$ cat config.mk
export PLATFORM = sky130hd
export DESIGN_NAME = luh_stall_unit
export DESIGN_NICKNAME = d
export VERILOG_FILES = /design/src/rtl/luh_pkg.sv /design/src/rtl/luh_ctrl_decode.sv /design/src/rtl/luh_hazard_detect.sv /design/src/rtl/luh_stall_ctrl.sv /design/src/rtl/luh_pipe_regs.sv /design/src/rtl/luh_stall_unit.sv
export SDC_FILE = /design/constraint.sdc
export NUM_CORES = 1
export LEC_CHECK = 0
export BUFFER_PORTS_ARGS = -buffer_cell sky130_fd_sc_hd__buf_4
export CORE_MARGIN = 2
export CORE_UTILIZATION = 30
export CTS_BUF_LIST = sky130_fd_sc_hd__clkbuf_8
export DETAILED_ROUTE_END_ITERATION = 12
export PLACE_DENSITY = 0.54
export REMOVE_ABC_BUFFERS = 1
export SYNTH_ARGS = -nofsm -noshare
export SYNTH_HDL_FRONTEND = slang
export SYNTH_SLANG_ARGS = --single-unit
$ cat constraint.sdc
create_clock -name clk -period 5.6 [get_ports clk]
set_input_delay 0.28 -clock clk [delete_from_list [all_inputs] [get_ports clk]]
set_output_delay 0.28 -clock clk [all_outputs]
set_load 0.01 [all_outputs]
$ cat src/rtl/luh_pkg.sv
package luh_pkg;
    localparam int XLEN      = 32;
    localparam int REG_W     = 5;
    localparam int OP_W      = 6;
    localparam int OP_LSB    = 26;
    localparam int SRC1_LSB  = 21;
    localparam int SRC2_LSB  = 16;
    localparam int PC_STEP   = 4;

    localparam logic [OP_W-1:0] OPC_REG   = 6'h00;
    localparam logic [OP_W-1:0] OPC_LOAD  = 6'h23;
    localparam logic [OP_W-1:0] OPC_STORE = 6'h2B;
    localparam logic [OP_W-1:0] OPC_ADDI  = 6'h08;

    typedef struct packed {
        logic [1:0] alu_op;
        logic       reg_dst;
        logic       alu_src;
        logic       mem_to_reg;
        logic       reg_write;
        logic       mem_write;
        logic       mem_read;
    } ctrl_t;

    localparam int CTRL_W = $bits(ctrl_t);
endpackage

$ cat src/rtl/luh_ctrl_decode.sv
module luh_ctrl_decode
    import luh_pkg::*;
#(
    parameter int IW = XLEN
) (
    input  logic [IW-1:0] instr,
    output ctrl_t         ctrl
);
    logic [OP_W-1:0] opc;

    always_comb begin
        opc  = instr[OP_LSB +: OP_W];
        ctrl = '0;
        unique case (opc)
            OPC_REG: begin
                ctrl.reg_write = 1'b1;
                ctrl.reg_dst   = 1'b1;
                ctrl.alu_op    = 2'b10;
            end
            OPC_LOAD: begin
                ctrl.mem_read   = 1'b1;
                ctrl.reg_write  = 1'b1;
                ctrl.mem_to_reg = 1'b1;
                ctrl.alu_src    = 1'b1;
            end
            OPC_STORE: begin
                ctrl.mem_write = 1'b1;
                ctrl.alu_src   = 1'b1;
            end
            OPC_ADDI: begin
                ctrl.reg_write = 1'b1;
                ctrl.alu_src   = 1'b1;
            end
            default: ctrl = '0;
        endcase
    end
endmodule

$ cat src/rtl/luh_hazard_detect.sv
module luh_hazard_detect
    import luh_pkg::*;
#(
    parameter int IW = XLEN,
    parameter int RW = REG_W
) (
    input  logic          ex_mem_read,
    input  logic [RW-1:0] ex_target,
    input  logic [IW-1:0] dec_instr,
    output logic          hazard
);
    logic [RW-1:0] src1;
    logic [RW-1:0] src2;
    logic          hit1;
    logic          hit2;

    always_comb begin
        src1   = dec_instr[SRC1_LSB +: RW];
        src2   = dec_instr[SRC2_LSB +: RW];
        hit1   = (src1 == ex_target);
        hit2   = (src2 == ex_target);
        hazard = ex_mem_read && (hit1 || hit2);
    end
endmodule

$ cat src/rtl/luh_stall_ctrl.sv
module luh_stall_ctrl (
    input  logic clk,
    input  logic rst,
    input  logic hazard,
    output logic pc_we,
    output logic ifid_we,
    output logic bubble
);
    always_comb begin
        pc_we   = !hazard;
        ifid_we = !hazard;
        bubble  = hazard;
    end

    assert_one_cycle_R6: assert property (@(posedge clk) disable iff (rst)
        (!rst && bubble) |=> !bubble);
endmodule

$ cat src/rtl/luh_pipe_regs.sv
module luh_pipe_regs
    import luh_pkg::*;
#(
    parameter int IW   = XLEN,
    parameter int RW   = REG_W,
    parameter int STEP = PC_STEP
) (
    input  logic          clk,
    input  logic          rst,
    input  logic          pc_we,
    input  logic          ifid_we,
    input  logic          bubble,
    input  logic [IW-1:0] fetch_instr,
    input  ctrl_t         dec_ctrl,
    output logic [IW-1:0] pc,
    output logic [IW-1:0] dec_instr,
    output ctrl_t         ex_ctrl,
    output logic [RW-1:0] ex_target
);
    typedef struct packed {
        logic [IW-1:0] pc;
        logic [IW-1:0] instr;
        ctrl_t         ctrl;
        logic [RW-1:0] target;
    } state_t;

    state_t st_d;
    state_t st_q;

    always_comb begin
        st_d = st_q;
        if (pc_we) begin
            st_d.pc = st_q.pc + IW'(STEP);
        end
        if (ifid_we) begin
            st_d.instr = fetch_instr;
        end
        st_d.ctrl   = bubble ? ctrl_t'('0) : dec_ctrl;
        st_d.target = st_q.instr[SRC2_LSB +: RW];
    end

    always_ff @(posedge clk) begin
        if (rst) begin
            st_q <= '0;
        end else begin
            st_q <= st_d;
        end
    end

    assign pc        = st_q.pc;
    assign dec_instr = st_q.instr;
    assign ex_ctrl   = st_q.ctrl;
    assign ex_target = st_q.target;

    assert_freeze_pc_R3: assert property (@(posedge clk) disable iff (rst)
        (!rst && bubble) |=> $stable(st_q.pc));

    assert_freeze_ifid_R3: assert property (@(posedge clk) disable iff (rst)
        (!rst && bubble) |=> $stable(st_q.instr));

    assert_zero_ctrl_R4: assert property (@(posedge clk) disable iff (rst)
        (!rst && bubble) |=> (st_q.ctrl == ctrl_t'('0)));

    assert_pc_step_R5: assert property (@(posedge clk) disable iff (rst)
        (!rst && !bubble) |=> (st_q.pc == $past(st_q.pc) + IW'(STEP)));
endmodule

$ cat src/rtl/luh_stall_unit.sv
module luh_stall_unit
    import luh_pkg::*;
#(
    parameter int IW   = XLEN,
    parameter int RW   = REG_W,
    parameter int STEP = PC_STEP
) (
    input  logic              clk,
    input  logic              rst,
    input  logic [IW-1:0]     fetch_instr,
    output logic              pc_we,
    output logic              ifid_we,
    output logic              bubble,
    output logic [IW-1:0]     pc_out,
    output logic [IW-1:0]     ifid_instr_out,
    output logic [CTRL_W-1:0] idex_ctrl_out,
    output logic [RW-1:0]     idex_rt_out
);
    ctrl_t         dec_ctrl;
    ctrl_t         ex_ctrl;
    logic [IW-1:0] dec_instr;
    logic [RW-1:0] ex_target;
    logic          hazard;

    luh_ctrl_decode #(.IW(IW)) u_decode (
        .instr (dec_instr),
        .ctrl  (dec_ctrl)
    );

    luh_hazard_detect #(.IW(IW), .RW(RW)) u_detect (
        .ex_mem_read (ex_ctrl.mem_read),
        .ex_target   (ex_target),
        .dec_instr   (dec_instr),
        .hazard      (hazard)
    );

    luh_stall_ctrl u_stall (
        .clk     (clk),
        .rst     (rst),
        .hazard  (hazard),
        .pc_we   (pc_we),
        .ifid_we (ifid_we),
        .bubble  (bubble)
    );

    luh_pipe_regs #(.IW(IW), .RW(RW), .STEP(STEP)) u_regs (
        .clk         (clk),
        .rst         (rst),
        .pc_we       (pc_we),
        .ifid_we     (ifid_we),
        .bubble      (bubble),
        .fetch_instr (fetch_instr),
        .dec_ctrl    (dec_ctrl),
        .pc          (pc_out),
        .dec_instr   (dec_instr),
        .ex_ctrl     (ex_ctrl),
        .ex_target   (ex_target)
    );

    assign ifid_instr_out = dec_instr;
    assign idex_ctrl_out  = ex_ctrl;
    assign idex_rt_out    = ex_target;

    assert_no_stall_without_load_R2: assert property (@(posedge clk) disable iff (rst)
        !ex_ctrl.mem_read |-> (!bubble && pc_we && ifid_we));
endmodule

==> impl_metrics.env, run 1 <==
export IMPL_crit_slowest_cell="buf_4"
export IMPL_place_congestion=0.716
export IMPL_start_kind="flip-flop"
export IMPL_synthArstFlopShare_pct=0
export IMPL_synth_cells=328
export IMPL_drt_iter0_drc=52
export IMPL_critical_path_peak_fanout=33
export IMPL_clk_latency_ns=0.34
export IMPL_routed_top_layer="met4"
export IMPL_synth_yosys_warnings=0
export IMPL_synthSimpleGateAreaFrac_pct=20.1
export IMPL_grt_use_total_pct=14.2
export IMPL_place_hpwl_mm=5.18
export IMPL_cts_setup_buffers=0
export IMPL_clock_fmax_mhz=385
export IMPL_clock_sinks=72
export IMPL_max_stage_delay_ns=0.51
export IMPL_slew_headroom_pct=50.2
export IMPL_dieArea_mm2=0.0109
export IMPL_reg2regPathDepth=5
export IMPL_power_per_cell_area_mw_per_mm2=264
export IMPL_cp_top_family="buffers and inverters"
export IMPL_ys_ff_latch=72
export IMPL_antenna_found_initial=0
export IMPL_timing_final_hold_violations=0
export IMPL_detail_route_antenna_nets=0
export IMPL_worstSetupPathType="flip-flop to output pin"
export IMPL_coreArea_mm2=0.00977
export IMPL_peakVddDrop_v=0.000117
export IMPL_setup_ws_ns=3.00
export IMPL_drc=0
export IMPL_worst_slew_pin_slew_ns=0.746
export IMPL_hold_class="primary input to flip-flop"
export IMPL_area_delta_synth_final_pct=36.5
export IMPL_clkTransAtPathRegs_ns=0.08
export IMPL_report_final_slew_viol_count=0
export IMPL_postSynthAreaPerCell_um2=9.22
export IMPL_status="complete, no violations"
export IMPL_dr_pass1_iters=4
export IMPL_timing_setup_tns_ns=0
export IMPL_cts_resized=0
export IMPL_wire_per_inst_um=13.5
export IMPL_min_path_cells=3
export IMPL_maxCapViolations=0
export IMPL_ctsHoldBuffers=0
export IMPL_synth_flop_cell="dfxtp_1"
export IMPL_netlist_area_mm2=0.00303
export IMPL_synth_top_family_by_area="simple AND/OR/NAND/NOR gates"
export IMPL_htree_levels=3
export IMPL_root_buffer="clkbuf_8"
export IMPL_io_buffer_count=110
export IMPL_crit_cells=6
export IMPL_synth_xor_area_share_pct=3.47
export IMPL_die_h_um=104
export IMPL_fin_skew_ns=0.0110
export IMPL_wl_met3_um=723
export IMPL_vias_per_cell=4.81
export IMPL_crit_top_cell="buf_4"
export IMPL_met1_length_mm=3.51
export IMPL_final_common_cell="buf_4"
export IMPL_grt_pass1_vias=2598
export IMPL_route_met2_wl_mm=3.31
export IMPL_cp_end_kind="output pin"
export IMPL_drive_gt1_share_pct=30.6
export IMPL_synth_edf_count=0
export IMPL_synthAdderAreaFrac_pct=0.414
export IMPL_required_ns=5.32
export IMPL_period_needed_ns=2.60
export IMPL_synth_compound_area_share_pct=10.7
export IMPL_cts_buffer_depth=2
export IMPL_num_antenna_cells=0
export IMPL_grt_pass1_wl_mm=12.6
export IMPL_cp_num_buf_inv=3
export IMPL_muxShareOfSynthArea_pct=11.7
export IMPL_finalCritPeriodShare_pct=46.4
export IMPL_cts_tree="done"
export IMPL_rows=36
export IMPL_fin_total_pwr_w=0.00109
export IMPL_fill_cells=993
export IMPL_crit_chain="xnor2_1 > nand4_1 > o22ai_4 > buf_4 > inv_1 > buf_4"
export IMPL_rsz0062_at_grt="false"
export IMPL_finalSetupViolCount=0
export IMPL_ys_types=31
export IMPL_post_place_ws_ns=3.34
export IMPL_dieWidth_um=104
export IMPL_routed_wl_mm=7.64
export IMPL_grt_max_degree=71
export IMPL_cts_buffers=9
export IMPL_overflow=0
export IMPL_io_pins=114
export IMPL_arrival_ns=2.32
export IMPL_final_cell_mix="buf_4 (113), dfxtp_1 (72), nor2_1 (42)"
export IMPL_p_leak_nw=1.59
export IMPL_final_nets=464
export IMPL_vias=2717
export IMPL_ys_seq_area_share_pct=47.6
export IMPL_start_util_pct=31.0
==> path summary, 6_finish.rpt <==
check                                             to                 start  slack (ns)
worst max register to register         u_regs.pc[20]          u_regs.pc[4]        3.37
worst min register to register         u_regs.pc[29]         u_regs.pc[29]        0.50
worst max-delay path                           pc_we  u_regs.dec_instr[17]        3.00
worst min-delay path            u_regs.dec_instr[10]       fetch_instr[10]        0.17
==> state kept, by name, indices dropped and copies added, names as in the netlist <==
signal            cells
u_regs.dec_instr     32
u_regs.ex_ctrl        5
u_regs.pc            30
u_regs.ex_target      5
==> cell usage after synthesis, types with 3 or more instances <==
library cell	n	share of area, %
nand4_1	6	1.2
or4_1	16	4.0
xnor2_1	10	2.9
o21ai_0	11	1.8
buf_2	3	0.50
nor3_1	5	0.83
nand3_1	12	2.0
a21oi_1	25	4.1
mux2i_1	33	11
buf_4	7	1.7
nor2_1	42	5.2
inv_1	10	1.2
or3_1	11	2.3
o31ai_1	15	3.7
nand2_1	11	1.4
clkbuf_1	13	1.6
dfxtp_1	72	48
nor2b_1	8	1.7
==> metal layers <==
| layer | track usage [%] | vias to the layer above |
|---|---|---|
| li1 | - | 1351 |
| met1 | 17.4 | 1260 |
| met2 | 21.8 | 95 |
| met3 | 6.77 | 11 |
| met4 | 4.63 | 0 |
| met5 | 0 | - |
==> stage by stage <==
stage	instance area (um2)	utilization, %	hold WS [ns]	instances
final	4130	42.3	0.170	565
after global routing	4130	42.3	0.152	565
after CTS	4130	42.3	0.151	565
after detailed placement	3920	40.1	0.487	551
after global placement	3920	40.1	0.476	551
after floorplan	2890	-	0.349	305
==> logic make-up after synthesis <==
kind of cell,Yosys count
buffers and inverters,35
adder cells (fa/ha/maj),1
flip-flops,72
other,1
multiplexers,35
AND/OR/NAND/NOR,117
AO/OA/AOI/OAI,55
XOR/XNOR,12
==> worst min-delay path: cells and delay by family <==
kind          cells  cell delay, ns
buf+inv           1            0.08
mux               1            0.05
simple gates      1            0.07
==> power by group <==
part | internal, W | total, W | switching, W
sequential | 0.000529 | 0.000543 | 0.0000143
clock | 0.000257 | 0.000451 | 0.000194
combinational | 0.0000517 | 0.0000982 | 0.0000466
total | 0.000837 | 0.00109 | 0.000255
==> layout make-up <==
type	count	area (um2)	area share, %
multi-input cells	223	1430	34.6
flip-flops and latches	72	1440	34.9
well taps	133	166	4.03
repair buffers	113	848	20.5
clock inverters	4	70.1	1.70
inverters	10	37.5	0.909
clock buffers	10	138	3.33
No activity file was read; power rests on OpenSTA's default activity.
==> run 2, diff against run 1 <==
Settings changed: ABC_AREA set to 1, PLACE_DENSITY 0.54 to 0.52.
Clock period 5.6 ns to 2.5 ns, I/O delays scaled along.
==> run 2 against run 1 <==
  * Final area is 28% higher
  * Clock power up 140%
  * Power rose by 140%
  * Combinational power rose to 3.4 times the previous value
  * Largest cell class is now multi-input combinational cells
==> impl_metrics.env, run 2 <==
export IMPL_start_util_pct=30.5
export IMPL_maxCapViolations=0
export IMPL_critical_path_peak_fanout=34
export IMPL_p_leak_nw=2.38
export IMPL_hold_class="primary input to flip-flop"
export IMPL_ctsHoldBuffers=31
export IMPL_peakVddDrop_v=0.000254
export IMPL_drc=0
export IMPL_drive_gt1_share_pct=19.6
export IMPL_overflow=0
export IMPL_dr_pass1_iters=4
export IMPL_routed_top_layer="met4"
export IMPL_rsz0062_at_grt="false"
export IMPL_synth_commonest_cells="nand2_1 (173), nor2_1 (128), dfxtp_1 (72)"
export IMPL_wire_per_inst_um=12.2
export IMPL_reg2regPathDepth=10
export IMPL_cp_end_kind="output pin"
export IMPL_power_per_cell_area_mw_per_mm2=504
export IMPL_yosys_top_cells_area="dfxtp_1 (38%), nand2_1 (17%), nor2_1 (13%)"
export IMPL_grt_pass1_vias=3634
export IMPL_timing_setup_tns_ns=0
export IMPL_netlist_area_mm2=0.00384
export IMPL_timing_final_hold_violations=0
export IMPL_clkTransAtPathRegs_ns=0.08
export IMPL_post_place_ws_ns=0.632
export IMPL_place_congestion=0.809
export IMPL_yosysTopAreaCell="dfxtp_1"
export IMPL_period_needed_ns=2.15
export IMPL_vias_per_cell=4.37
export IMPL_cts_buffers=9
export IMPL_met1_length_mm=5.05
export IMPL_grt_max_degree=65
export IMPL_synth_cells=599
export IMPL_min_path_cells=3
export IMPL_num_antenna_cells=0
export IMPL_cts_resized=0
export IMPL_antenna_found_initial=0
export IMPL_slew_headroom_pct=53.1
export IMPL_largest_register_ff_count=32
export IMPL_coreArea_mm2=0.0126
export IMPL_report_final_slew_viol_count=0
export IMPL_required_ns=2.38
export IMPL_worstSetupPathType="flip-flop to output pin"
export IMPL_wl_met3_um=443
export IMPL_rows=41
export IMPL_finalSetupViolCount=0
export IMPL_max_stage_delay_ns=0.41
export IMPL_io_buffer_count=110
export IMPL_place_hpwl_mm=7.26
export IMPL_dieArea_mm2=0.0137
export IMPL_final_common_cell="nand2_1"
export IMPL_detail_route_antenna_nets=0
export IMPL_cts_setup_buffers=0
export IMPL_ys_types=26
export IMPL_crit_chain="nand2_1 > nand2_1 > nor2_1 > nand3_1 > nand2_2 > nand2_4 > clkinv_4 > buf_4"
export IMPL_start_kind="flip-flop"
export IMPL_die_h_um=117
export IMPL_route_met2_wl_mm=5.24
export IMPL_finalCritPeriodShare_pct=86.1
export IMPL_synthArstFlopShare_pct=0
export IMPL_io_pins=114
export IMPL_ys_ff_latch=72
export IMPL_synth_most_common_cell="nand2_1"
export IMPL_cts_buffer_depth=2
export IMPL_crit_top_cell="nand2_1"
export IMPL_clock_sinks=72
export IMPL_area_delta_synth_final_pct=37.4
export IMPL_htree_levels=3
export IMPL_routed_wl_mm=11.0
export IMPL_dieWidth_um=117
export IMPL_grt_pass1_wl_mm=17.7
export IMPL_synth_flop_cell="dfxtp_1"
export IMPL_cts_tree="done"
export IMPL_synth_edf_count=0
export IMPL_grt_use_total_pct=16.6
export IMPL_ys_seq_area_share_pct=37.6
export IMPL_fin_skew_ns=0.00852
export IMPL_postSynthAreaPerCell_um2=6.40
export IMPL_clock_fmax_mhz=465
export IMPL_status="complete, no violations"
export IMPL_root_buffer="clkbuf_8"
export IMPL_vias=3938
export IMPL_crit_slowest_cell="dfxtp_1"
export IMPL_drt_iter0_drc=192
export IMPL_yosysTopAreaCellShare_pct=37.6
export IMPL_clk_latency_ns=0.37
export IMPL_synth_yosys_warnings=0
export IMPL_final_nets=759
export IMPL_arrival_ns=2.03
export IMPL_setup_ws_ns=0.347
export IMPL_worst_slew_pin_slew_ns=0.703
export IMPL_final_cell_mix="nand2_1 (173), nor2_1 (128), buf_4 (114)"
[run 2: cell count changes after synthesis, sizes merged, moves of 6 or more]
cell | previous run | this run
buf | 12 | 23
nor2b | 8 | 0
inv | 10 | 53
nand2 | 11 | 177
o21ai | 11 | 1
mux2i | 33 | 0
or3 | 12 | 0
nand4 | 7 | 1
xor2 | 2 | 8
nor2 | 42 | 135
nand3 | 12 | 61
o31ai | 15 | 0
nand3b | 0 | 22
or4 | 16 | 0
[run 2: power by group]
group          internal [W]  switching [W]
Clock              0.000643       0.000461
Sequential          0.00118      0.0000309
Combinational      0.000163       0.000172
[run 2: metrics by stage]
step           instance area, um2  total power (W)  instances  utilization (%)  hold WS (ns)
2_1_floorplan                3650          0.00138        568                -         0.194
3_3_place_gp                 4720          0.00154        854             37.6         0.338
3_5_place_dp                 4720          0.00154        854             37.6         0.341
4_1_cts                      5270          0.00270        901             41.9       0.00144
5_1_grt                      5270          0.00279        901             41.9        0.0134
6_report                     5270          0.00266        901             41.9        0.0169
[run 2: critical path, delay by kind of cell, from the launching register on]
| kind | cells | cell delay [ns] |
|---|---|---|
| buf+inv | 2 | 0.58 |
| flops | 1 | 0.41 |
| simple gates | 6 | 0.65 |
[run 2: worst paths after layout]
path                             start              endpoint  slack, ns
hold reg to reg   u_regs.dec_instr[17]   u_regs.ex_target[1]       0.49
hold / removal         fetch_instr[16]  u_regs.dec_instr[16]       0.02
setup reg to reg   u_regs.ex_target[4]  u_regs.dec_instr[11]       0.65
setup / recovery   u_regs.ex_target[4]                bubble       0.35
[run 2: cell families after synthesis]
kind of cell             after synthesis  synth area share (%)
AND/OR/NAND/NOR                      399                  44.8
other                                  1                0.0978
adder cells (fa/ha/maj)                1                 0.326
XOR/XNOR                              17                  3.88
buffers and inverters                 88                  10.6
AO/OA/AOI/OAI                         21                  2.74
flip-flops                            72                  37.6
[run 2: cell type report]
| class | instances | area, um2 |
|---|---|---|
| fill | 1335 | 7300 |
| inverter | 55 | 211 |
| tap | 172 | 215 |
| sequential | 72 | 1440 |
| clock buffer | 12 | 165 |
| timing repair buffer | 145 | 1170 |
| clock inverter | 4 | 75.1 |
| multi-input combinational | 441 | 2000 |
[run 2: metal layers]
layer | GRT usage, % | vias to the layer above
met5 | 0 | -
met4 | 7.53 | 0
met3 | 2.94 | 13
met2 | 27.8 | 78
met1 | 20.9 | 1763
li1 | - | 2084
